$ cat config.mk
export PLATFORM = sky130hd
export DESIGN_NAME = audio_clk_recovery
export DESIGN_NICKNAME = d
export VERILOG_FILES = /design/src/rtl/eacr_pkg.sv /design/src/rtl/eacr_ref_sel.sv /design/src/rtl/eacr_nco.sv /design/src/rtl/eacr_loop_filter.sv /design/src/rtl/audio_clk_recovery.sv
export SDC_FILE = /design/constraint.sdc
export NUM_CORES = 1
export LEC_CHECK = 0
export CAP_MARGIN = 40
export CORE_MARGIN = 2
export CORE_UTILIZATION = 25
export DETAILED_ROUTE_END_ITERATION = 6
export SYNTH_ARGS = -nofsm -noshare
export SYNTH_HDL_FRONTEND = slang
export SYNTH_HIERARCHICAL = 1
export SYNTH_SLANG_ARGS = --single-unit
$ cat constraint.sdc
create_clock -name clk_i -period 4.1 [get_ports clk_i]
set_input_delay 0.41 -clock clk_i [delete_from_list [all_inputs] [get_ports clk_i]]
set_output_delay 0.41 -clock clk_i [all_outputs]
set_load 0.05 [all_outputs]
$ cat src/rtl/eacr_pkg.sv
`timescale 1ns/1ps
package eacr_pkg;
  localparam int unsigned FB_DIV = 128;
  localparam int unsigned FB_W   = $clog2(FB_DIV);
  localparam int unsigned FS_DIV = 64;
  localparam int unsigned FS_W   = $clog2(FS_DIV);
  typedef logic signed [FB_W-1:0] phase_err_t;
endpackage

$ cat src/rtl/eacr_ref_sel.sv
`timescale 1ns/1ps
module eacr_ref_sel #(
  parameter int unsigned SD_DIV = 1125
) (
  input  logic clk_i,
  input  logic rst_ni,
  input  logic clr_i,
  input  logic hd_mode_i,
  input  logic vid_en_i,
  input  logic hd_ref_i,
  output logic ref_tick_o
);
  localparam int unsigned CW = $clog2(SD_DIV);

  logic [CW-1:0] sd_cnt_q;
  logic          sd_wrap;

  assign sd_wrap = !hd_mode_i && vid_en_i && (sd_cnt_q == CW'(SD_DIV-1));

  always_ff @(posedge clk_i or negedge rst_ni) begin
    if (!rst_ni)                      sd_cnt_q <= '0;
    else if (clr_i)                   sd_cnt_q <= '0;
    else if (sd_wrap)                 sd_cnt_q <= '0;
    else if (!hd_mode_i && vid_en_i)  sd_cnt_q <= sd_cnt_q + 1'b1;
  end

  assign ref_tick_o = hd_mode_i ? hd_ref_i : sd_wrap;
endmodule

$ cat src/rtl/eacr_nco.sv
`timescale 1ns/1ps
module eacr_nco
  import eacr_pkg::*;
#(
  parameter int unsigned ACC_W = 32
) (
  input  logic             clk_i,
  input  logic             rst_ni,
  input  logic [ACC_W-1:0] inc_i,
  output logic             fs64_en_o,
  output logic             fs_en_o,
  output phase_err_t       phase_o
);
  logic [ACC_W-1:0] acc_q;
  logic [ACC_W:0]   sum;
  logic [FB_W-1:0]  fb_q;

  assign sum = {1'b0, acc_q} + {1'b0, inc_i};

  always_ff @(posedge clk_i or negedge rst_ni) begin
    if (!rst_ni) begin
      acc_q     <= '0;
      fb_q      <= '0;
      fs64_en_o <= 1'b0;
      fs_en_o   <= 1'b0;
    end else begin
      acc_q     <= sum[ACC_W-1:0];
      fs64_en_o <= sum[ACC_W];
      fs_en_o   <= sum[ACC_W] && (fb_q[FS_W-1:0] == '1);
      if (sum[ACC_W]) fb_q <= fb_q + 1'b1;
    end
  end

  // feedback divider read as signed: upper half means behind the reference
  assign phase_o = $signed(fb_q);
endmodule

$ cat src/rtl/eacr_loop_filter.sv
`timescale 1ns/1ps
module eacr_loop_filter
  import eacr_pkg::*;
#(
  parameter int unsigned       ACC_W    = 32,
  parameter logic [ACC_W-1:0]  NOM_INC  = 32'd52776558,
  parameter int unsigned       KP_SH    = 17,
  parameter int unsigned       KI_SH    = 14,
  parameter int unsigned       TOL      = 2,
  parameter int unsigned       LOCK_CNT = 16
) (
  input  logic             clk_i,
  input  logic             rst_ni,
  input  logic             clr_i,
  input  logic             ref_tick_i,
  input  phase_err_t       err_i,
  output logic [ACC_W-1:0] inc_o,
  output logic             locked_o
);
  localparam int unsigned LC_W = $clog2(LOCK_CNT+1);

  logic signed [ACC_W-1:0] err_x, prop, integ_q, integ_n;
  logic [ACC_W-1:0]        inc_n;
  logic [FB_W-1:0]         e_u, mag;
  logic                    in_tol;
  logic [LC_W-1:0]         good_q;

  always_comb begin
    err_x   = {{(ACC_W-FB_W){err_i[FB_W-1]}}, err_i};
    prop    = err_x <<< KP_SH;
    integ_n = integ_q + (err_x <<< KI_SH);
    inc_n   = NOM_INC - $unsigned(prop) - $unsigned(integ_n);
    e_u     = err_i;
    mag     = e_u[FB_W-1] ? (~e_u + 1'b1) : e_u;
    in_tol  = (mag <= FB_W'(TOL));
  end

  always_ff @(posedge clk_i or negedge rst_ni) begin
    if (!rst_ni) begin
      integ_q  <= '0;
      inc_o    <= NOM_INC;
      good_q   <= '0;
      locked_o <= 1'b0;
    end else if (clr_i) begin
      integ_q  <= '0;
      inc_o    <= NOM_INC;
      good_q   <= '0;
      locked_o <= 1'b0;
    end else if (ref_tick_i) begin
      integ_q <= integ_n;
      inc_o   <= inc_n;
      if (in_tol) begin
        if (good_q != LC_W'(LOCK_CNT)) good_q <= good_q + 1'b1;
        if (good_q >= LC_W'(LOCK_CNT-1)) locked_o <= 1'b1;
      end else begin
        good_q   <= '0;
        locked_o <= 1'b0;
      end
    end
  end
endmodule

$ cat src/rtl/audio_clk_recovery.sv
`timescale 1ns/1ps
module audio_clk_recovery
  import eacr_pkg::*;
#(
  parameter int unsigned      ACC_W    = 32,
  parameter logic [ACC_W-1:0] NOM_INC  = 32'd52776558,
  parameter int unsigned      SD_DIV   = 1125,
  parameter int unsigned      KP_SH    = 17,
  parameter int unsigned      KI_SH    = 14,
  parameter int unsigned      TOL      = 2,
  parameter int unsigned      LOCK_CNT = 16
) (
  input  logic clk_i,
  input  logic rst_ni,
  input  logic hd_mode_i,
  input  logic vid_en_i,
  input  logic hd_ref_i,
  output logic fs64_en_o,
  output logic fs_en_o,
  output logic locked_o
);
  logic             hd_mode_q;
  logic             std_clr;
  logic             ref_tick;
  phase_err_t       phase_err;
  logic [ACC_W-1:0] inc;

  always_ff @(posedge clk_i or negedge rst_ni) begin
    if (!rst_ni) hd_mode_q <= 1'b0;
    else         hd_mode_q <= hd_mode_i;
  end

  assign std_clr = hd_mode_i ^ hd_mode_q;

  eacr_ref_sel #(.SD_DIV(SD_DIV)) u_ref (
    .clk_i      (clk_i),
    .rst_ni     (rst_ni),
    .clr_i      (std_clr),
    .hd_mode_i  (hd_mode_i),
    .vid_en_i   (vid_en_i),
    .hd_ref_i   (hd_ref_i),
    .ref_tick_o (ref_tick)
  );

  eacr_loop_filter #(
    .ACC_W(ACC_W), .NOM_INC(NOM_INC), .KP_SH(KP_SH), .KI_SH(KI_SH),
    .TOL(TOL), .LOCK_CNT(LOCK_CNT)
  ) u_lf (
    .clk_i      (clk_i),
    .rst_ni     (rst_ni),
    .clr_i      (std_clr),
    .ref_tick_i (ref_tick),
    .err_i      (phase_err),
    .inc_o      (inc),
    .locked_o   (locked_o)
  );

  eacr_nco #(.ACC_W(ACC_W)) u_nco (
    .clk_i     (clk_i),
    .rst_ni    (rst_ni),
    .inc_i     (inc),
    .fs64_en_o (fs64_en_o),
    .fs_en_o   (fs_en_o),
    .phase_o   (phase_err)
  );
endmodule

==> metrics.md <==
| Metric | Value |
|---|---|
| R2R Setup Slk | `0.21 ns` |
| Crit-path max FO | `4` |
| I/O pin cnt | `8` |
| Peak supply drop | `0.0002599 V` |
| Register Area | `2411 um^2` |
| Mean Syn Cell Area | `9.210 um^2` |
| Grt ovf | `0` |
| CTS Buffer Depth | `2` |
| Critical Path, Cell by Cell | `ha_2 > inv_1 > fa_2 > nor2b_4 > o2111ai_4 > nand2_2 > a21o_1 > a21oi_2 > xor2_1 > ha_2 > o21ai_0 > nand2b_1 > a21boi_4 > a41o_1 > a21o_1 > a221oi_2 > buf_4 > or4_4 > xor2_2 > a211oi_2` |
| CP arrival | `4.17 ns` |
| Count leader, synth | `dfrtp_1` |
| Required time of the critical path | `4.37 ns` |
| Worst slew pin tran | `0.8031 ns` |
| Ys flop type | `dfrtp_1` |
| Routed len/inst | `13.30 um` |
| Register area share after synthesis | `34.98%` |
| Drt drc | `0` |
| Setup Viol. Count Final | `0` |
| YS warnings | `6` |
| Worst-skew pair later-pin latency | `0.36 ns` |
| M2 GR Usage | `17.02%` |
| Slew Limit Fails | `0` |
| Startpoint types | `flip-flop` |
| Tmin final | `3.894 ns` |
| Routing usage on met1 | `14.30%` |
| First-pass GRT wire length | `24.98 mm` |
| Fmax | `0.2568 GHz` |
| Pwr Density | `640.5 nW/um^2` |
| Hold Crit Class | `in -> async` |
| Dpl hpwl | `10.74 mm` |
| Cell variety after synth | `79` |
| Core ar. | `27,030 um^2` |
| DR vias/cell | `4.840` |
| Share of layout cells above drive strength 1 | `10.49%` |
| Final ANT Viol Nets | `0` |
| Register clock-pin slew on the reported worst setup and hold paths | `0.07 ns` |
| CP endpoint kind | `flip-flop` |
| GRT Max-Usage Layer | `met2` |
| Area growth, synth to finish | `13.75%` |
| Port Buffers | `7` |
| Fill cells | `2,862` |
| Vias in the first global route | `5,183` |
| Num Clock Sinks | `96` |
| Gpl congestion | `0.8251` |
| Largest net degree at the start of global routing | `44` |
| Worst setup path class | `reg -> reg` |
| Post-synthesis register bit count | `96` |
| Slowest cell delay on critical path | `0.50 ns` |
| Tcrit/Tclk final | `94.98%` |
| Ant. Diodes | `0` |
| Number of flops mapped to enable cells by yosys | `0` |
| CTS root buffer | `clkbuf_16` |
| Die H | `170 um` |
| CTS tree | `yes` |
| Vias | `5,387` |
| Drt pass-1 iters | `4` |
| Reg2reg start | `u_lf/integ_q[14]$_DFFE_PN0N_` |
| Post-synth top cells | `dfrtp_1, nor2_1, ha_1` |
| Initial Util | `25.49%` |
| Cells after Synth | `748` |
| Overall Power | `5.019 mW` |
| CTS buffer count | `9` |
| Rows | `60` |
| Post-synth ARST share | `100.0%` |
| GR Util All Layers | `10.55%` |
| Clk_skew | `0.01099 ns` |
| Die ar. | `28,900 um^2` |
| Final hold viol count | `0` |
| Drt initial violations | `385` |
| Path depth of the worst reg2reg path | `20` |
| Slew headroom | `46.13%` |
| Synth top area cells | `dfrtp_1, ha_1, xor2_1, a21oi_1, xnor2_1` |
| Die X | `170 um` |
| Maxcap violations | `0` |
| Leakage power | `3.389 nW` |
| Cells after DPL | `1,088` |
| Synth top area share | `32.69%` |
| Largest area contributor in the synthesized netlist | `dfrtp_1` |
| CP max stage cell | `or4_4` |
| M3 GR Usage | `2.302%` |
| Hold_buf cts | `0` |
| Non-Filler Instances | `1,113` |
| Nets | `839` |
| H-tree Lvls | `3` |
| Post-Syn Area | `6889 um^2` |
| Worst reg2reg path endpoint | `u_lf/inc_o[31]$_DFFE_PN0N_` |
| Status | `completed` |
| Initial antenna violation count | `0` |
| Area of the multi-input gates | `4379 um^2` |
| Routed Wire Length | `14.80 mm` |
how the worst max path moves through the flow:
stage	end	cells past startpoint	slack (ns)	start
after floorplan	u_lf/inc_o[31]$_DFFE_PN0N_	19	0.20	u_nco/phase_o[0]$_DFFE_PN0P_
after global placement	u_lf/inc_o[30]$_DFFE_PN0N_	19	0.09	u_nco/phase_o[0]$_DFFE_PN0P_
after detailed placement	u_lf/inc_o[30]$_DFFE_PN0N_	19	0.04	u_nco/phase_o[0]$_DFFE_PN0P_
after CTS	u_lf/inc_o[30]$_DFFE_PN0N_	19	0.007	u_nco/phase_o[0]$_DFFE_PN0P_
after global routing	u_lf/inc_o[31]$_DFFE_PN0N_	20	-0.03	u_lf/integ_q[14]$_DFFE_PN0N_
final	u_lf/inc_o[31]$_DFFE_PN0N_	20	0.21	u_lf/integ_q[14]$_DFFE_PN0N_
cell families after synthesis:
group           share of synthesized area (%)
fa+ha+maj                               12.53
mux                                     1.471
compound gates                          21.67
buf+inv                                 3.850
flops                                   34.98
other cells                            0.1090
simple gates                            16.00
xor+xnor                                9.390
placed cells by master, fill, tap and decap left out, types with 3 or more instances in the layout:
master and count:
dfrtp_1 89, nor2_1 68, ha_1 61, a21oi_1 59, nand2_1 59, o21ai_0 37
xor2_1 36, xnor2_1 34, buf_4 24, inv_1 21, a21o_1 17, nand4_1 16
conb_1 14, nor2b_1 13, nand3_1 12, a211oi_1 11, nand2b_1 10, o21bai_1 10
o21a_1 10, clkbuf_16 9, and3_1 9, mux2i_1 9, o21ai_1 8, nor3_1 7
clkdlybuf4s50_1 6, and2_1 6, dfstp_2 6, or3_1 5, o2111ai_1 5, o211ai_1 4
a31oi_1 4, or2_1 3, o31a_1 3, a221oi_1 3, a211o_1 3, o31ai_1 3
ha_2 3, o311ai_2 3
per-stage QoR:
stage	setup TNS, ns	hold WS, ns	utilization, %	cell area (um^2)	setup slack [ns]
after floorplan	0	0.1144	-	6934	0.2046
final	0	0.04960	29.00	7836	0.2058
after CTS	0	0.08430	28.38	7670	0.006928
after global routing	-0.02628	0.09090	29.00	7836	-0.02628
after global placement	0	0.4535	27.28	7373	0.09471
after detailed placement	0	0.4639	27.28	7373	0.04136
routing by layer:
layer	up-vias	wire length, um
met2	52	6692
li1	2713	-
met1	2606	7529
met5	-	0
met4	0	205
met3	16	373
layout make-up:
class | count | area share, %
Tap cell | 341 | 5.445
Sequential cell | 96 | 30.77
Clock inverter | 6 | 0.8622
Timing Repair Buffer | 30 | 3.066
Multi-Input combinational cell | 608 | 55.88
Inverter | 22 | 1.054
Clock buffer | 10 | 2.922
worst max-delay path, delay by kind of cell (launching register included):
family / cells / cell delay [ns]
adder cells (fa/ha/maj): 3 / 0.91
AO/OA/AOI/OAI: 9 / 1.10
flip-flops: 1 / 0.36
AND/OR/NAND/NOR: 4 / 0.86
XOR/XNOR: 2 / 0.37
buffers and inverters: 2 / 0.22
where the power goes:
| group | internal, mW | leakage (nW) | switching [mW] |
|---|---|---|---|
| logic | 1.21 | 2.02 | 1.62 |
| registers | 1.21 | 1.23 | 0.113 |
| clock network | 0.476 | 0.139 | 0.391 |
| total | 2.90 | 3.39 | 2.12 |
state kept, by name (all words and copies together), names as in the netlist:
name and flops:
u_nco/acc_q 32, u_lf/locked_o 1, u_lf/good_q 5, u_nco/phase_o 7
u_lf/inc_o 19, u_nco/fs_en_o 1, u_ref/sd_cnt_q 11, u_lf/integ_q 18
hd_mode_q 1, u_nco/fs64_en_o 1
timing repair:
item                                    CTS  global route
endpoints found under the setup margin    0             6
gates resized for setup                   0            22
setup buffers                             0             9
No activity file was read; power rests on OpenSTA's default activity.
